## config.mk

```make
export PLATFORM = sky130hd
export DESIGN_NAME = sertx_pixel_serializer
export DESIGN_NICKNAME = d
export VERILOG_FILES = /design/src/rtl/sertx_pkg.sv /design/src/rtl/sertx_edge_detect.sv /design/src/rtl/sertx_slot_counter.sv /design/src/rtl/sertx_lane_shifter.sv /design/src/rtl/sertx_pixel_serializer.sv
export SDC_FILE = /design/constraint.sdc
export NUM_CORES = 1
export LEC_CHECK = 0
export BUFFER_PORTS_ARGS = -buffer_cell sky130_fd_sc_hd__buf_4
export CAP_MARGIN = 20
export CELL_PAD_IN_SITES_DETAIL_PLACEMENT = 0
export CELL_PAD_IN_SITES_GLOBAL_PLACEMENT = 1
export CORE_MARGIN = 2
export CORE_UTILIZATION = 46
export DETAILED_ROUTE_END_ITERATION = 8
export PLACE_DENSITY = 0.8
export SETUP_SLACK_MARGIN = 0.05
export SLEW_MARGIN = 10
export SYNTH_ARGS = -nofsm -noshare
export SYNTH_HDL_FRONTEND = slang
export SYNTH_SLANG_ARGS = --single-unit
export TNS_END_PERCENT = 5
```

## constraint.sdc

```tcl
create_clock -name clk -period 2.28 [get_ports clk]
set_clock_uncertainty 0.05 [all_clocks]
set_input_delay 0.456 -clock clk [delete_from_list [all_inputs] [get_ports clk]]
set_output_delay 0.456 -clock clk [all_outputs]
set_load 0.05 [all_outputs]
```

## src/rtl/sertx_pkg.sv

```systemverilog
package sertx_pkg;

    // Frame geometry: slots per pixel period and number of data lanes.
    localparam int SLOTS      = 7;
    localparam int LANES      = 4;
    localparam int WORD_W     = LANES * SLOTS;
    localparam int CNT_W      = $clog2(SLOTS);
    // Number of leading slots in which the forwarded clock is high.
    localparam int HIGH_SLOTS = 4;

    // Source bit of the input word for each lane and slot, in transmit order.
    localparam int SRC_MAP [LANES][SLOTS] = '{
        '{ 7,  6,  4,  3,  2,  1,  0},
        '{18, 15, 14, 13, 12,  9,  8},
        '{26, 25, 24, 22, 21, 20, 19},
        '{23, 17, 16, 11, 10,  5, 27}
    };

    typedef enum logic [1:0] {
        ST_WAIT_WORD = 2'd0,
        ST_ARMED     = 2'd1,
        ST_STREAM    = 2'd2
    } tx_state_t;

endpackage

```

## src/rtl/sertx_edge_detect.sv

```systemverilog
module sertx_edge_detect (
    input  logic clk,
    input  logic rst_n,
    input  logic pix,
    input  logic rise_sel,
    output logic strobe
);

    logic pix_q;
    logic primed_q;

    always_ff @(posedge clk or negedge rst_n) begin
        if (!rst_n) begin
            pix_q    <= 1'b0;
            primed_q <= 1'b0;
        end else begin
            pix_q    <= pix;
            primed_q <= 1'b1;
        end
    end

    // No edge is reported until one pixel-clock sample has been taken.
    always_comb begin
        strobe = 1'b0;
        if (primed_q) begin
            if (rise_sel) begin
                strobe = pix & ~pix_q;
            end else begin
                strobe = ~pix & pix_q;
            end
        end
    end

endmodule

```

## src/rtl/sertx_slot_counter.sv

```systemverilog
module sertx_slot_counter #(
    parameter int  SLOTS = 7,
    localparam int CW    = $clog2(SLOTS)
) (
    input  logic          clk,
    input  logic          rst_n,
    output logic [CW-1:0] slot_q,
    output logic [CW-1:0] slot_next,
    output logic          wrap
);

    assign wrap      = (slot_q == CW'(SLOTS - 1));
    assign slot_next = wrap ? '0 : slot_q + CW'(1);

    always_ff @(posedge clk or negedge rst_n) begin
        if (!rst_n) begin
            slot_q <= '0;
        end else begin
            slot_q <= slot_next;
        end
    end

endmodule

```

## src/rtl/sertx_lane_shifter.sv

```systemverilog
module sertx_lane_shifter #(
    parameter int SLOTS = 7
) (
    input  logic             clk,
    input  logic             rst_n,
    input  logic             load,
    input  logic [SLOTS-1:0] par,
    output logic             ser
);

    logic [SLOTS-1:0] sr_q;

    // The top bit leaves first; zeros follow once the frame is spent.
    always_ff @(posedge clk or negedge rst_n) begin
        if (!rst_n) begin
            sr_q <= '0;
        end else if (load) begin
            sr_q <= par;
        end else begin
            sr_q <= {sr_q[SLOTS-2:0], 1'b0};
        end
    end

    assign ser = sr_q[SLOTS-1];

endmodule

```

## src/rtl/sertx_pixel_serializer.sv

```systemverilog
module sertx_pixel_serializer
    import sertx_pkg::*;
(
    input  logic              clk,
    input  logic              shdn_n,
    input  logic              pix_clk,
    input  logic              rise_sel,
    input  logic [WORD_W-1:0] pix_word,
    output logic [LANES-1:0]  lane_out,
    output logic              fwd_clk
);

    tx_state_t         state_q;
    tx_state_t         state_d;
    logic [CNT_W-1:0]  slot_q;
    logic [CNT_W-1:0]  slot_next;
    logic              slot_wrap;
    logic              cap_stb;
    logic [WORD_W-1:0] hold_q;
    logic              frame_load;
    logic              fclk_d;

    sertx_edge_detect i_edge (
        .clk      (clk),
        .rst_n    (shdn_n),
        .pix      (pix_clk),
        .rise_sel (rise_sel),
        .strobe   (cap_stb)
    );

    sertx_slot_counter #(.SLOTS(SLOTS)) i_slots (
        .clk       (clk),
        .rst_n     (shdn_n),
        .slot_q    (slot_q),
        .slot_next (slot_next),
        .wrap      (slot_wrap)
    );

    // Holding register: written on every capture strobe.
    always_ff @(posedge clk or negedge shdn_n) begin
        if (!shdn_n) begin
            hold_q <= '0;
        end else if (cap_stb) begin
            hold_q <= pix_word;
        end
    end

    // State register.
    always_ff @(posedge clk or negedge shdn_n) begin
        if (!shdn_n) begin
            state_q <= ST_WAIT_WORD;
        end else begin
            state_q <= state_d;
        end
    end

    // Next state: T_CAPTURE_FIRST, T_FRAME_START, T_KEEP_STREAM.
    always_comb begin
        state_d = state_q;
        unique case (state_q)
            ST_WAIT_WORD: if (cap_stb)   state_d = ST_ARMED;
            ST_ARMED:     if (slot_wrap) state_d = ST_STREAM;
            ST_STREAM:                   state_d = ST_STREAM;
            default:                     state_d = ST_WAIT_WORD;
        endcase
    end

    // Outputs: frame transfer at the wrap, forwarded clock from the next slot.
    always_comb begin
        frame_load = slot_wrap && (state_q != ST_WAIT_WORD);
        fclk_d     = (state_d == ST_STREAM) && (slot_next < CNT_W'(HIGH_SLOTS));
    end

    always_ff @(posedge clk or negedge shdn_n) begin
        if (!shdn_n) begin
            fwd_clk <= 1'b0;
        end else begin
            fwd_clk <= fclk_d;
        end
    end

    for (genvar l = 0; l < LANES; l++) begin : g_lane
        logic [SLOTS-1:0] par;
        for (genvar t = 0; t < SLOTS; t++) begin : g_slot
            assign par[SLOTS-1-t] = hold_q[SRC_MAP[l][t]];
        end
        sertx_lane_shifter #(.SLOTS(SLOTS)) i_shift (
            .clk   (clk),
            .rst_n (shdn_n),
            .load  (frame_load),
            .par   (par),
            .ser   (lane_out[l])
        );
    end

endmodule

```

### Word level (Yosys, flattened, before mapping)

Cells that the tools add are included.

| storage, ports and cells | value |
|---|---|
| flip-flop bits (word level) | 64 |
| output and inout port bits | 5 |
| word-level logic and storage cells | 34 |

| operators by class | value |
|---|---|
| add/sub/neg operators | 1 |
| magnitude comparators | 1 |
| equal/unequal tests | 4 |
| multiplexer cells | 10 |
| bitwise logic cells | 4 |
| reductions and logical operators | 4 |

Operators with widths:

| cell | count |
|---|---|
| 2-to-1 mux 7 bit | 4 |
| case mux 2 bit (3 select lines) | 1 |
| equality test 2 bit, second input constant | 2 |
| 2-to-1 mux 2 bit | 2 |
| adder 3 x 1 -> 3 bit, second input constant | 1 |
| equality test 3 bit, second input constant | 1 |
| < comparator 3 bit, second input constant | 1 |
| 2-to-1 mux 3 bit | 1 |
| bitwise AND 1 bit | 2 |
| equality test 2 x 1 -> 1 bit, second input constant | 1 |
| logical AND 1 bit | 2 |
| logical NOT 2 bit | 1 |
| 2-to-1 mux 1 bit | 2 |
| inverter 1 bit | 2 |
| nonzero test 2 bit | 1 |

### Depth between registers and ports, before layout

Gate-level depths: netlist of the first run.

| depth | value |
|---|---|
| depth after elaboration | 8 |
| mapped depth | 5 |
| gate-level depth less buffers | 3 |

### Hierarchy

Synthesis of the first run repeated with hierarchy kept, for this count alone.

| second synthesis, totals | value |
|---|---|
| cells, all modules | 146 |
| area total of the unflattened synthesis | 2,541.2 µm² |

By module, submodules not included:

| module | instances | cells an instance | area an instance (µm²) |
|---|---|---|---|
| sertx_pixel_serializer | 1 | 70 | 1,203.7 |
| sertx_lane_shifter | 4 | 15 | 284.0 |
| sertx_slot_counter | 1 | 10 | 123.9 |
| sertx_edge_detect | 1 | 6 | 77.6 |

### Least setup slack after synthesis of the first run

Ideal clock, no wire load.

| timing | value |
|---|---|
| path kind | input port to flip-flop |
| start | input port rise_sel |
| end | register hold_q[10] |
| data arrival time | 1,449 ps |
| required time | 2,105 ps |
| path slack | 656 ps |
| stages on the path | 5 |
| cell sequence | nand4bb_1 nand2_1 buf_2 buf_2 mux2_2 |

| between the ends | value |
|---|---|
| word-level cells in the longest chain between the ends | 2 |

Ends and longest elaborated chain:

| element | RTL line | RTL |
|---|---|---|
| start: declaration | sertx_pixel_serializer.sv:7 | `input logic rise_sel,` |
| 2-to-1 mux 1 bit | sertx_edge_detect.sv:26 | `if (rise_sel) begin` |
| 2-to-1 mux 1 bit | sertx_edge_detect.sv:25 | `if (primed_q) begin` |
| end signal: assignment | sertx_pixel_serializer.sv:44 | `hold_q <= pix_word;` |
| end: declaration | sertx_pixel_serializer.sv:19 | `logic [WORD_W-1:0] hold_q;` |

No other way between the ends.
A chain may end at the register's enable or synchronous reset.

### Worst setup path in the final report of the first run

| timing | value |
|---|---|
| start | register i_slots.slot_q[2] |
| end | register g_lane[1].i_shift.sr_q[6] |

| between the ends | value |
|---|---|
| word-level cells in the longest chain between the ends | 3 |

Ends and longest elaborated chain:

| element | RTL line | RTL |
|---|---|---|
| start: declaration | sertx_slot_counter.sv:7 | `output logic [CW-1:0] slot_q,` |
| start signal: assignment | sertx_slot_counter.sv:19 | `slot_q <= slot_next;` |
| equality test 3 bit | sertx_slot_counter.sv:12 | `assign wrap = (slot_q == CW'(SLOTS - 1));` |
| logical AND 1 bit | sertx_pixel_serializer.sv:70 | `frame_load = slot_wrap && (state_q != ST_WAIT_WORD);` |
| 2-to-1 mux 7 bit | sertx_lane_shifter.sv:17 | `end else if (load) begin` |
| end signal: assignment | sertx_lane_shifter.sv:18 | `sr_q <= par;` |
| end signal: assignment | sertx_lane_shifter.sv:20 | `sr_q <= {sr_q[SLOTS-2:0], 1'b0};` |
| end: declaration | sertx_lane_shifter.sv:11 | `logic [SLOTS-1:0] sr_q;` |

No other way between the ends.

==> impl_metrics.json, run 1 <==
{
  "drv_slew": 0,
  "hold_class": "in -> async",
  "ys_seq_area_share_pct": 66.0,
  "max_stage_delay_ps": 430,
  "area_growth_pct": 20.6,
  "worst_pin_slew_ps": 766,
  "relSlewSlack_pct": 48.9,
  "synth_seq_cells": 64,
  "period_minus_slack_ps": 1710,
  "hold_violations": 0,
  "route.vias.total": 1267,
  "path_cells": "nand2_2, nor3_4, buf_12, mux2_2",
  "critPathMaxFanout": 22,
  "fin_hold_ws_ps": 146,
  "critPathCaptureType": "flop",
  "final_area_um2": 2930,
  "cts_tree": "done",
  "post-route-util_pct": 57.3,
  "drt-total-wl_mm": 3.57,
  "status": "finished clean",
  "wl_per_cell_um": 13.6,
  "critPathKind": "reg -> reg",
  "tns_ps": 0,
  "cp_data_required_time_ps": 2450,
  "rows": 26,
  "ant_nets": 0,
  "drt_iter0_markers": 55,
  "cp.arrival_ps": 1870,
  "p_leak_nw": 1.30,
  "synthCells": 150,
  "start_util_pct": 47.5,
  "io_pins": 37,
  "die_y_um": 76.6,
  "critPathBufInv": 1,
  "p_sw_w": 0.000629,
  "overflow": 0,
  "timing.fmax_mhz": 586,
  "drive_above_1_share_pct": 55.4,
  "grt_max_degree": 65,
  "crit_family": "simple AND/OR/NAND/NOR gates",
  "synth.cell_area_um2": 2420,
  "io_buffers": 36,
  "grt_use_total_pct": 14.0,
  "cp-start-kind": "flop",
  "cp_slowest_cell": "dfrtp_1",
  "cts_resized": 0,
  "pwr-share-comb_pct": 13.5,
  "finalNetCount": 221,
  "fill_cells": 425,
  "synth_area_leaders": "dfrtp_1 66%, mux2_2 24%, buf_4 1.2%",
  "grt_pass1_vias": 1444,
  "insertion_delay_ps": 330,
  "hpwlAfterDp_mm": 2.37,
  "p_seq_share_pct": 52.7,
  "syn-num-nets": 182,
  "drc": 0,
  "antennaDiodeCount": 0,
  "p_int_w": 0.00210,
  "fp.dieW_um": 76.6,
  "place_area_um2": 2740,
  "die_area_um2": 5870,
  "synth_cell_types": 23,
  "setup_viol": 0,
  "clockBufferDepth": 2,
  "htree_num_levels": 3,
  "yosysTopAreaCell": "dfrtp_1",
  "core_um2": 5110,
  "postCtsSetupBuffers": 0,
  "viasPerCell": 4.82,
  "pwr-share-clk_pct": 33.7,
  "netlist.area_leader.share_pct": 66.0,
  "cap_viol_max_count": 0,
  "grt_setup_unrepaired": "no",
  "netSwitchingFraction_pct": 23.1,
  "numCtsBuffers": 9,
  "dpl_worst_slack_ps": 528,
  "grt_pass1_wl_mm": 6.18,
  "dr.pass1.iters": 4,
  "post-route-period-util_pct": 74.8,
  "cts_hold_buffers": 0,
  "gp_congestion": 0.665,
  "max-vdd-ir-drop_uv": 512,
  "power.density_nw_per_um2": 932,
  "root_buffer": "clkbuf_8",
  "clk_pin_slew_ps": 70,
  "clock-sinks": 64,
  "worst_slack_ps": 574,
  "synth_area_per_cell_um2": 16.2,
  "synth_warnings": 0,
  "grt_antenna_before_repair": 0
}
==> layout make-up <==
| cell class | count | area (um^2) | share of cell area (%) |
|---|---|---|---|
| clock buffers | 11 | 141 | 4.83 |
| multi-input cells | 76 | 752 | 25.7 |
| clock inverters | 4 | 45.0 | 1.54 |
| flip-flops and latches | 64 | 1600 | 54.7 |
| well taps | 70 | 87.6 | 2.99 |
| repair buffers | 38 | 298 | 10.2 |
==> logic make-up (layout without fill, tap and decap cells) <==
family	after synthesis	count (layout)	synth area share, %
AOI/OAI and AO/OA	5	5	1.39
buffers and inverters	10	53	2.94
DFF	64	64	66.0
muxes	54	54	25.0
other	1	1	0.155
and+or+nand+nor	16	16	4.44
==> cells in the mapped netlist <==
cell type  count
mux2_2        52
or3b_2         1
and2_1         4
o2bb2ai_1      1
buf_6          2
mux2_1         1
conb_1         1
nand2_1        2
nor3_4         1
dfrtp_1       64
nand4b_1       1
nand4bb_1      1
nand2_2        1
buf_4          4
o21a_1         1
a21oi_1        1
nor2_1         3
clkbuf_1       1
o31ai_1        1
buf_2          3
mux2i_1        1
nand2b_1       2
o21ai_0        1
==> worst register-to-register path: cells and delay by family, from the launching register on <==
kind                   cells  cell delay (ps)
and+or+nand+nor            2              520
buffers and inverters      1              230
DFF                        1              430
muxes                      1              370
==> per-layer routing <==
layer  GRT usage [%]  up-vias  routed length, um
li1                -      594                  -
met1            16.1      632               1490
met2            21.9       33               1810
met3            5.21        8                180
met4            9.45        0                 92
met5               0        -                  0
==> flip-flops by register name (all words and copies together), names as in the netlist <==
signal               count
fwd_clk                  1
hold_q                  28
state_q                  2
g_lane.i_shift.sr_q     28
i_slots.slot_q           3
i_edge.primed_q          1
i_edge.pix_q             1
==> per-stage QoR <==
stage,power (W),instances
after floorplan,0.00172,150
after global placement,0.00181,248
after detailed placement,0.00184,248
after CTS,0.00277,263
after global routing,0.00287,263
final,0.00273,263
==> worst paths after layout <==
check	start	endpoint	slack (ps)	depth (start not counted)
setup / recovery	i_slots.slot_q[2]	g_lane[1].i_shift.sr_q[6]	570	4
hold / removal	shdn_n	g_lane[2].i_shift.sr_q[5]	150	1
setup reg to reg	i_slots.slot_q[2]	g_lane[1].i_shift.sr_q[6]	570	4
hold reg to reg	g_lane[3].i_shift.sr_q[4]	g_lane[3].i_shift.sr_q[5]	410	1
max in group asynchronous	shdn_n	hold_q[8]	1530	1
min in group clk	pix_clk	i_edge.pix_q	200	1
==> power by group through the flow <==
stage / registers [W] / logic [W] / clock network, W
5_1_grt: 0.00147 / 0.000400 / 0.00100
3_3_place_gp: 0.00145 / 0.000356 / 0
3_5_place_dp: 0.00147 / 0.000376 / 0
4_1_cts: 0.00144 / 0.000377 / 0.000952
2_1_floorplan: 0.00143 / 0.000285 / 0
6_report: 0.00144 / 0.000368 / 0.000920
==> layout by cell type (no fill, tap or decap), types with 2 or more instances in the layout <==
cell	n
clkbuf_8	10
clkinv_2	3
buf_4	37
dfrtp_1	64
nand2_1	2
mux2_2	52
nor2_1	3
nand2b_1	2
and2_1	4
(Power assumes the default switching activity.)
==> run 2: changes to the inputs <==
Clock period 2.28 ns to 1.67 ns, I/O delays scaled along.
==> run 2 against run 1 <==
Worst setup slack got worse by 420 ps. Die area unchanged. Global-route usage about the same. Critical path depth unchanged. Largest power group unchanged.
==> impl_metrics.json, run 2 (same netlist as run 1, synthesis figures left out) <==
{
  "cts_resized": 0,
  "cp.arrival_ps": 1680,
  "htree_num_levels": 3,
  "grt_pass1_wl_mm": 6.24,
  "drive_above_1_share_pct": 55.8,
  "max-vdd-ir-drop_uv": 559,
  "post-route-period-util_pct": 90.9,
  "drt-total-wl_mm": 3.62,
  "postCtsSetupBuffers": 0,
  "wl_per_cell_um": 13.5,
  "die_y_um": 76.6,
  "hold_violations": 0,
  "insertion_delay_ps": 330,
  "cp_data_required_time_ps": 1840,
  "power.density_nw_per_um2": 1260,
  "gp_congestion": 0.648,
  "root_buffer": "clkbuf_8",
  "finalNetCount": 226,
  "start_util_pct": 47.5,
  "p_leak_nw": 1.34,
  "grt_setup_unrepaired": "no",
  "antennaDiodeCount": 0,
  "drv_slew": 0,
  "period_minus_slack_ps": 1520,
  "status": "finished clean",
  "grt_use_total_pct": 14.0,
  "viasPerCell": 4.78,
  "grt_max_degree": 36,
  "clockBufferDepth": 2,
  "io_pins": 37,
  "dr.pass1.iters": 3,
  "cp-start-kind": "flop",
  "fill_cells": 404,
  "cts_tree": "done",
  "drt_iter0_markers": 66,
  "die_area_um2": 5870,
  "overflow": 0,
  "post-route-util_pct": 58.5,
  "tns_ps": 0,
  "area_growth_pct": 23.3,
  "top_regs": "g_lane.i_shift.sr_q (28), hold_q (28), i_slots.slot_q (3)",
  "rows": 26,
  "core_um2": 5110,
  "critPathKind": "reg -> reg",
  "most-common-layout-cells": "64 x dfrtp_1, 52 x mux2_2, 40 x buf_4",
  "hold_class": "in -> reg",
  "ant_nets": 0,
  "hpwlAfterDp_mm": 2.54,
  "io_buffers": 36,
  "critPathMaxFanout": 16,
  "cap_viol_max_count": 0,
  "grt_antenna_before_repair": 0,
  "drc": 0,
  "fp.dieW_um": 76.6,
  "critPathCaptureType": "flop",
  "timing.fmax_mhz": 659,
  "grt_pass1_vias": 1444,
  "numCtsBuffers": 9,
  "setup_viol": 0,
  "clock-sinks": 64,
  "clk_pin_slew_ps": 60,
  "layout_commonest_cell": "dfrtp_1",
  "route.vias.total": 1287
}
[run 2: layout make-up]
type                       instances  area, um^2  share of cell area, %
clock inverter                     3        40.0                   1.34
timing repair buffer              43         350                   11.7
sequential                        64        1600                   53.6
clock buffer                      13         159                   5.31
tap                               70        87.6                   2.93
multi-input combinational         76         752                   25.1
[run 2: path summary, 6_finish.rpt]
check | slack, ps | to | depth (start not counted) | start
max | 150 | g_lane[1].i_shift.sr_q[6] | 4 | i_slots.slot_q[2]
max reg2reg | 150 | g_lane[1].i_shift.sr_q[6] | 4 | i_slots.slot_q[2]
max in group asynchronous | 650 | state_q[1] | 3 | shdn_n
min in group asynchronous | 440 | g_lane[3].i_shift.sr_q[6] | 2 | shdn_n
min reg2reg | 430 | g_lane[3].i_shift.sr_q[2] | 1 | g_lane[3].i_shift.sr_q[1]
min | 80 | i_edge.pix_q | 1 | pix_clk
[run 2: repair_timing]
item | CTS | global route
setup endpoints to repair | 0 | 0
hold buffers | 1 | 0
endpoints found under the hold margin | 33 | 0
[run 2: metal layers]
| metal | GRT usage [%] | routed length [um] | up-vias |
|---|---|---|---|
| li1 | - | - | 607 |
| met1 | 15.8 | 1550 | 641 |
| met2 | 22.9 | 1840 | 28 |
| met3 | 4.50 | 132 | 11 |
| met4 | 9.27 | 99 | 0 |
| met5 | 0 | 0 | - |
[run 2: power by group]
group	internal (W)	total (W)	switching [W]
clock network	0.000767	0.00130	0.000532
registers	0.00186	0.00197	0.000114
logic	0.000302	0.000509	0.000207
total	0.00293	0.00378	0.000854
[run 2: critical path: stages (launching register included)]
cell and delay, ps:
dfrtp_1 430, nand2_2 120, nor3_4 210, buf_4 240
mux2_2 360
[run 2: through the flow]
step           hold slack [ps]  cells  total power, W  cell area, um^2  setup slack (ps)
2_1_floorplan            -11.6    150         0.00235             2420              65.3
3_3_place_gp               251    252         0.00249             2780               212
3_5_place_dp               264    252         0.00253             2780               134
4_1_cts                   56.9    269         0.00385             2990               127
5_1_grt                   57.5    269         0.00398             2990              56.2
6_report                  75.9    269         0.00378             2990               153
